--- src/rtl/brs_pkg.sv ---
package brs_pkg;
  localparam int ADDR_W  = 21;
  localparam int LAT_W   = 3;
  localparam int CNT_W   = 3;
  localparam int MAX_LAT = 5;

  typedef struct packed {
    logic             async_mode;
    logic             rdy_with_data;
    logic             rise_active;
    logic [1:0]       wrap_len;
    logic [LAT_W-1:0] lat_code;
  } cfg_t;

  localparam int CFG_W = $bits(cfg_t);
  localparam cfg_t CFG_RST = '{async_mode: 1'b1, rdy_with_data: 1'b1,
                               rise_active: 1'b1, wrap_len: 2'b00,
                               lat_code: '0};
endpackage

--- src/rtl/brs_cfg_reg.sv ---
module brs_cfg_reg
  import brs_pkg::*;
(
  input  logic             clk_i,
  input  logic             rst_ni,
  input  logic             we_i,
  input  logic [CFG_W-1:0] data_i,
  output cfg_t             cfg_o
);
  always_ff @(posedge clk_i or negedge rst_ni) begin
    if (!rst_ni)   cfg_o <= CFG_RST;
    else if (we_i) cfg_o <= cfg_t'(data_i);
  end

  assert_cfg_load_R10: assert property (@(posedge clk_i) disable iff (!rst_ni)
    we_i |=> (cfg_o == cfg_t'($past(data_i))));
endmodule

--- src/rtl/brs_edge_det.sv ---
module brs_edge_det (
  input  logic clk_i,
  input  logic rst_ni,
  input  logic bclk_i,
  input  logic rise_sel_i,
  output logic act_o
);
  logic bclk_q;

  always_ff @(posedge clk_i or negedge rst_ni) begin
    if (!rst_ni) bclk_q <= 1'b0;
    else         bclk_q <= bclk_i;
  end

  always_comb begin
    if (rise_sel_i) act_o = bclk_i & ~bclk_q;
    else            act_o = ~bclk_i & bclk_q;
  end

  // same-direction transitions cannot sit in adjacent cycles
  assert_single_pulse_R6: assert property (@(posedge clk_i) disable iff (!rst_ni)
    (act_o && $stable(rise_sel_i)) |=> !act_o);
endmodule

--- src/rtl/brs_lat_ctr.sv ---
module brs_lat_ctr
  import brs_pkg::*;
(
  input  logic             clk_i,
  input  logic             rst_ni,
  input  logic             avd_ni,
  input  logic             act_i,
  input  logic             sync_en_i,
  input  logic [LAT_W-1:0] lat_code_i,
  output logic             valid_o,
  output logic             early_o
);
  localparam logic [CNT_W-1:0] CNT_MAX = '1;

  logic [CNT_W-1:0] cnt_q, cnt_nxt;
  logic [CNT_W:0]   lat_eff, thr_valid, thr_early;

  always_comb begin
    lat_eff   = (lat_code_i > LAT_W'(MAX_LAT)) ? (CNT_W+1)'(MAX_LAT)
                                                 : (CNT_W+1)'(lat_code_i);
    thr_valid = lat_eff + (CNT_W+1)'(2);
    thr_early = lat_eff + (CNT_W+1)'(1);
    cnt_nxt   = (cnt_q == CNT_MAX) ? CNT_MAX : cnt_q + 1'b1;
  end

  always_ff @(posedge clk_i or negedge rst_ni) begin
    if (!rst_ni) begin
      cnt_q   <= '0;
      valid_o <= 1'b0;
      early_o <= 1'b0;
    end else if (!avd_ni) begin
      cnt_q   <= '0;
      valid_o <= 1'b0;
      early_o <= 1'b0;
    end else if (sync_en_i && act_i) begin
      cnt_q   <= cnt_nxt;
      valid_o <= ({1'b0, cnt_nxt} >= thr_valid);
      early_o <= ({1'b0, cnt_nxt} >= thr_early);
    end
  end

  assert_restart_clears_R9: assert property (@(posedge clk_i) disable iff (!rst_ni)
    !avd_ni |=> (!valid_o && !early_o));
  assert_valid_on_edge_R3: assert property (@(posedge clk_i) disable iff (!rst_ni)
    $rose(valid_o) |-> $past(act_i));
  assert_early_leads_R5: assert property (@(posedge clk_i) disable iff (!rst_ni)
    valid_o |-> early_o);
endmodule

--- src/rtl/brs_addr_gen.sv ---
module brs_addr_gen
  import brs_pkg::*;
(
  input  logic              clk_i,
  input  logic              rst_ni,
  input  logic              avd_ni,
  input  logic [ADDR_W-1:0] addr_i,
  input  logic              step_i,
  input  logic [1:0]        wrap_len_i,
  output logic [ADDR_W-1:0] addr_o
);
  logic [ADDR_W-1:0] mask, addr_nxt;

  always_comb begin
    unique case (wrap_len_i)
      2'b01:   mask = ADDR_W'(7);
      2'b10:   mask = ADDR_W'(15);
      2'b11:   mask = ADDR_W'(31);
      default: mask = '1;
    endcase
    addr_nxt = (addr_o & ~mask) | ((addr_o + 1'b1) & mask);
  end

  always_ff @(posedge clk_i or negedge rst_ni) begin
    if (!rst_ni)      addr_o <= '0;
    else if (!avd_ni) addr_o <= addr_i;
    else if (step_i)  addr_o <= addr_nxt;
  end

  assert_upper_fixed_R8: assert property (@(posedge clk_i) disable iff (!rst_ni)
    (avd_ni && step_i && wrap_len_i != 2'b00) |=>
      ((addr_o & ~$past(mask)) == ($past(addr_o) & ~$past(mask))));
  assert_no_step_hold_R2: assert property (@(posedge clk_i) disable iff (!rst_ni)
    (avd_ni && !step_i) |=> $stable(addr_o));
endmodule

--- src/rtl/burst_read_seq.sv ---
module burst_read_seq
  import brs_pkg::*;
(
  input  logic              clk_i,
  input  logic              rst_ni,
  input  logic              cfg_we_i,
  input  logic [CFG_W-1:0]  cfg_data_i,
  input  logic              bclk_i,
  input  logic              avd_ni,
  input  logic [ADDR_W-1:0] addr_i,
  output logic [ADDR_W-1:0] arr_addr_o,
  output logic              data_valid_o,
  output logic              rdy_o
);
  cfg_t cfg;
  logic act, sync_en, valid_q, early_q;

  brs_cfg_reg u_cfg (
    .clk_i, .rst_ni, .we_i(cfg_we_i), .data_i(cfg_data_i), .cfg_o(cfg)
  );

  brs_edge_det u_edge (
    .clk_i, .rst_ni, .bclk_i, .rise_sel_i(cfg.rise_active), .act_o(act)
  );

  assign sync_en = ~cfg.async_mode;

  brs_lat_ctr u_lat (
    .clk_i, .rst_ni, .avd_ni, .act_i(act), .sync_en_i(sync_en),
    .lat_code_i(cfg.lat_code), .valid_o(valid_q), .early_o(early_q)
  );

  brs_addr_gen u_addr (
    .clk_i, .rst_ni, .avd_ni, .addr_i,
    .step_i(sync_en & act & valid_q), .wrap_len_i(cfg.wrap_len),
    .addr_o(arr_addr_o)
  );

  assign data_valid_o = sync_en & valid_q;
  assign rdy_o        = cfg.async_mode | (cfg.rdy_with_data ? valid_q : early_q);

  assert_async_addr_hold_R2: assert property (@(posedge clk_i) disable iff (!rst_ni)
    (cfg.async_mode && avd_ni) |=> $stable(arr_addr_o));
endmodule

--- config.mk ---
export PLATFORM = sky130hd
export DESIGN_NAME = burst_read_seq
export DESIGN_NICKNAME = d
export VERILOG_FILES = /design/src/rtl/brs_pkg.sv /design/src/rtl/brs_cfg_reg.sv /design/src/rtl/brs_edge_det.sv /design/src/rtl/brs_lat_ctr.sv /design/src/rtl/brs_addr_gen.sv /design/src/rtl/burst_read_seq.sv
export SDC_FILE = /design/constraint.sdc
export NUM_CORES = 1
export LEC_CHECK = 0
export ABC_AREA = 1
export CORE_MARGIN = 5
export CORE_UTILIZATION = 40
export CTS_BUF_LIST = sky130_fd_sc_hd__clkbuf_4 sky130_fd_sc_hd__clkbuf_8
export DETAILED_ROUTE_END_ITERATION = 10
export HOLD_SLACK_MARGIN = 0.1
export PLACE_DENSITY = 0.66
export SLEW_MARGIN = 25
export SYNTH_ARGS = -nofsm -noshare
export SYNTH_HDL_FRONTEND = slang
export SYNTH_HIERARCHICAL = 1
export SYNTH_SLANG_ARGS = --single-unit
export TNS_END_PERCENT = 20
--- constraint.sdc ---
create_clock -name clk_i -period 3.7 [get_ports clk_i]
set_clock_uncertainty 0.1 [all_clocks]
set_input_delay 0.925 -clock clk_i [delete_from_list [all_inputs] [get_ports clk_i]]
set_output_delay 0.925 -clock clk_i [all_outputs]
set_load 0.05 [all_outputs]
==> impl_metrics.xml <==
<?xml version="1.0" encoding="UTF-8"?>
<metrics>
  <group name="critical_path">
    <metric name="required" unit="ns">2.67</metric>
    <metric name="reg2regPathDepth" unit="">11</metric>
    <metric name="start_to_end_type_of_the_worst_setup_path" unit="">flip-flop to output port</metric>
    <metric name="r2r_setup_slack" unit="ns">1.76</metric>
    <metric name="arrival" unit="ns">1.79</metric>
    <metric name="setup.worst_path.end_class" unit="">output port</metric>
    <metric name="r2r_start" unit="">u_cfg/cfg_o[5]$_DFFE_PN1P_</metric>
    <metric name="timing.critical_path.from_type" unit="">flip-flop</metric>
    <metric name="critical_path_peak_fanout" unit="">4</metric>
  </group>
  <group name="synth">
    <metric name="post_synth_inst_count" unit="">337</metric>
    <metric name="post-synth-top-area-fraction" unit="%">33.4</metric>
    <metric name="synth.yosys.warnings" unit="">6</metric>
    <metric name="syn-num-nets" unit="">383</metric>
    <metric name="number_of_synthesized_flops_with_an_enable_pin" unit="">0</metric>
    <metric name="synthFlopType" unit="">dfrtp_1</metric>
    <metric name="synth.top_cells.by_area" unit="">dfrtp_1 33%, nand2_1 18%, inv_1 7.0%</metric>
    <metric name="ys_seq_area_share" unit="%">36.7</metric>
    <metric name="post-synth-top-area-cell" unit="">dfrtp_1</metric>
    <metric name="syn-mean-instance-area" unit="um^2">7.11</metric>
    <metric name="ys_ff_latch" unit="">35</metric>
    <metric name="post_synth_num_cell_types" unit="">34</metric>
    <metric name="area_of_the_mapped_netlist" unit="mm^2">0.00240</metric>
    <metric name="asyncSetResetFlopFracSynth" unit="%">100</metric>
  </group>
  <group name="layout">
    <metric name="final.fill_count" unit="">593</metric>
    <metric name="insertedDiodeCount" unit="">0</metric>
    <metric name="final_cell_mix" unit="">113 x nand2_1, 56 x clkdlybuf4s50_1, 45 x inv_1</metric>
    <metric name="multi_input_combinational_cell_area" unit="mm^2">0.00129</metric>
    <metric name="seqCellArea" unit="um^2">880</metric>
    <metric name="final_core_util" unit="%">53.4</metric>
    <metric name="final_net_count" unit="">443</metric>
    <metric name="post_route_cells_drive_above_1_share" unit="%">11.3</metric>
    <metric name="area.growth.synth_to_final" unit="%">31.2</metric>
    <metric name="final_common_cell" unit="">nand2_1</metric>
  </group>
  <group name="global_route">
    <metric name="gr-usage-met3" unit="%">3.22</metric>
    <metric name="antenna_found_initial" unit="">0</metric>
    <metric name="global_route.usage.met2" unit="%">29.0</metric>
    <metric name="maximum_number_of_pins_on_one_net_before_global_route_repair" unit="">36</metric>
    <metric name="grt_usage" unit="%">16.3</metric>
    <metric name="grt-busiest-layer" unit="">met2</metric>
    <metric name="grt_first_pass_wirelength" unit="mm">10.0</metric>
    <metric name="vias_in_the_first_global_route" unit="">2315</metric>
    <metric name="grt_use_met1" unit="%">19.7</metric>
    <metric name="grt.overflow.total" unit="">0</metric>
  </group>
  <group name="power_and_ir_drop">
    <metric name="leakagePower" unit="nW">1.58</metric>
    <metric name="max-vdd-ir-drop" unit="mV">0.202</metric>
    <metric name="post-layout-total-power" unit="mW">1.12</metric>
    <metric name="pwr_dens" unit="mW/mm^2">357</metric>
  </group>
  <group name="sta">
    <metric name="timing_worst_slew_pin_value" unit="ns">0.732</metric>
    <metric name="finalSetupTns" unit="ns">0</metric>
    <metric name="rsz0062_at_grt" unit="">false</metric>
    <metric name="fmax" unit="MHz">355</metric>
    <metric name="final-setup-viol-count" unit="">0</metric>
    <metric name="final_min_period_over_clock_period" unit="%">76.0</metric>
    <metric name="finalMaxSlewViolations" unit="">0</metric>
    <metric name="final_hold_viol_count" unit="">0</metric>
    <metric name="setup_ws" unit="ns">0.886</metric>
    <metric name="fin_crit" unit="ns">2.81</metric>
    <metric name="slew_headroom" unit="%">51.1</metric>
  </group>
  <group name="cts">
    <metric name="clockBufferDepth" unit="">2</metric>
    <metric name="cts.repair.resized" unit="">0</metric>
    <metric name="numClockSinks" unit="">35</metric>
    <metric name="clkTransAtPathRegs" unit="ns">0.07</metric>
    <metric name="tritoncts.num_buffers" unit="">5</metric>
    <metric name="clockRootBuffer" unit="">clkbuf_8</metric>
    <metric name="setup_repair_bufs_after_cts" unit="">0</metric>
    <metric name="hold_buffers" unit="">0</metric>
    <metric name="h-tree-depth" unit="">2</metric>
    <metric name="tritoncts_clock_tree" unit="">done</metric>
    <metric name="source_to_sink_clock_delay_at_the_later_pin_of_the_worst_skew_pair" unit="ns">0.29</metric>
  </group>
  <group name="worst_hold_path">
    <metric name="timing.hold.worst.start" unit="">u_cfg/cfg_o[5]$_DFFE_PN1P_</metric>
    <metric name="worst_hold_path.endpoint" unit="">u_cfg/cfg_o[5]$_DFFE_PN1P_</metric>
    <metric name="hold_path_class" unit="">flip-flop to flip-flop</metric>
    <metric name="worstHoldPathCells" unit="">2</metric>
  </group>
  <group name="placed_design">
    <metric name="io_buffer_count" unit="">56</metric>
    <metric name="post-place-ws" unit="ns">0.870</metric>
    <metric name="detailedPlacementHpwl" unit="mm">4.38</metric>
    <metric name="gp_congestion" unit="">0.796</metric>
  </group>
  <group name="drt">
    <metric name="vias" unit="">2276</metric>
    <metric name="totalWireLength" unit="mm">5.74</metric>
    <metric name="first_iter_violations" unit="">149</metric>
    <metric name="final_antenna_net_count" unit="">0</metric>
    <metric name="drc" unit="">0</metric>
    <metric name="drtPass1Iterations" unit="">4</metric>
    <metric name="vias_per_cell" unit="">4.81</metric>
    <metric name="route.detailed.wl_per_inst" unit="um">12.1</metric>
  </group>
  <group name="die">
    <metric name="floorplan.initialDensity" unit="%">40.7</metric>
    <metric name="rows" unit="">28</metric>
    <metric name="die_width" unit="um">87.4</metric>
    <metric name="fp.coreArea" unit="mm^2">0.00589</metric>
    <metric name="die_y" unit="um">87.4</metric>
    <metric name="top_level_ports" unit="">57</metric>
    <metric name="die_area" unit="mm^2">0.00764</metric>
  </group>
  <group name="outcome">
    <metric name="run_status" unit="">completed</metric>
  </group>
  <group name="job">
    <metric name="maxCapViolations" unit="">0</metric>
  </group>
</metrics>
worst max-delay path by stage:
| stage | from | end | slack (ns) | cells after the start |
|---|---|---|---|---|
| 3_5_place_dp | bclk_i | flip-flop | 0.87 | 12 |
| 5_1_grt | u_cfg/cfg_o[7]$_DFFE_PN1P_ | rdy_o | 0.82 | 3 |
| 6_report | u_cfg/cfg_o[7]$_DFFE_PN1P_ | rdy_o | 0.89 | 3 |
| 3_3_place_gp | bclk_i | flip-flop | 0.95 | 12 |
| 4_1_cts | u_cfg/cfg_o[7]$_DFFE_PN1P_ | rdy_o | 0.87 | 3 |
| 2_1_floorplan | bclk_i | flip-flop | 1.48 | 12 |
layer usage:
metal	routed length, um	vias up
met3	360	7
met4	59	0
met2	2860	55
met1	2460	1032
met5	0	-
li1	-	1182
kinds of logic after synthesis:
family / Yosys count / synth area share (%)
AND/OR/NAND/NOR: 195 / 37.6
buffers and inverters: 57 / 9.40
flip-flops: 35 / 36.7
AO/OA/AOI/OAI: 34 / 8.56
adder cells (fa/ha/maj): 12 / 6.27
XOR/XNOR: 4 / 1.46
cell type report:
class,count,area share [%]
clock buffer,8,3.30
inverter,51,6.09
multi-input combinational,245,41.1
sequential,35,28.0
tap,75,2.99
timing repair buffer,59,18.6
power breakdown:
group | leakage, nW | total, mW | switching, mW | internal (mW)
combinational | 1.10 | 0.344 | 0.213 | 0.131
sequential | 0.422 | 0.463 | 0.0447 | 0.419
clock | 0.0549 | 0.314 | 0.137 | 0.177
cell usage after synthesis (5+ instances only):
cell     instances
inv_2            5
dfrtp_1         32
a21oi_1         11
nand4_1          7
inv_1           45
ha_1            12
nor2_1          24
nand3_1         22
nand2_1        113
nor2_2           5
nand2_2          6
o21ai_0         11
stage by stage:
step           instances  cell area, um^2  hold slack (ns)
5_1_grt              473             3140            0.394
2_1_floorplan        337             2400            0.342
6_report             473             3140            0.371
3_3_place_gp         465             3040            0.360
3_5_place_dp         465             3040            0.360
4_1_cts              473             3140            0.375
critical path, stage by stage (launching register included):
cell and delay, ns:
dfstp_2 0.55, inv_2 0.06, nand3_1 0.09, clkdlybuf4s50_1 0.81
No activity file was read; power rests on OpenSTA's default activity.
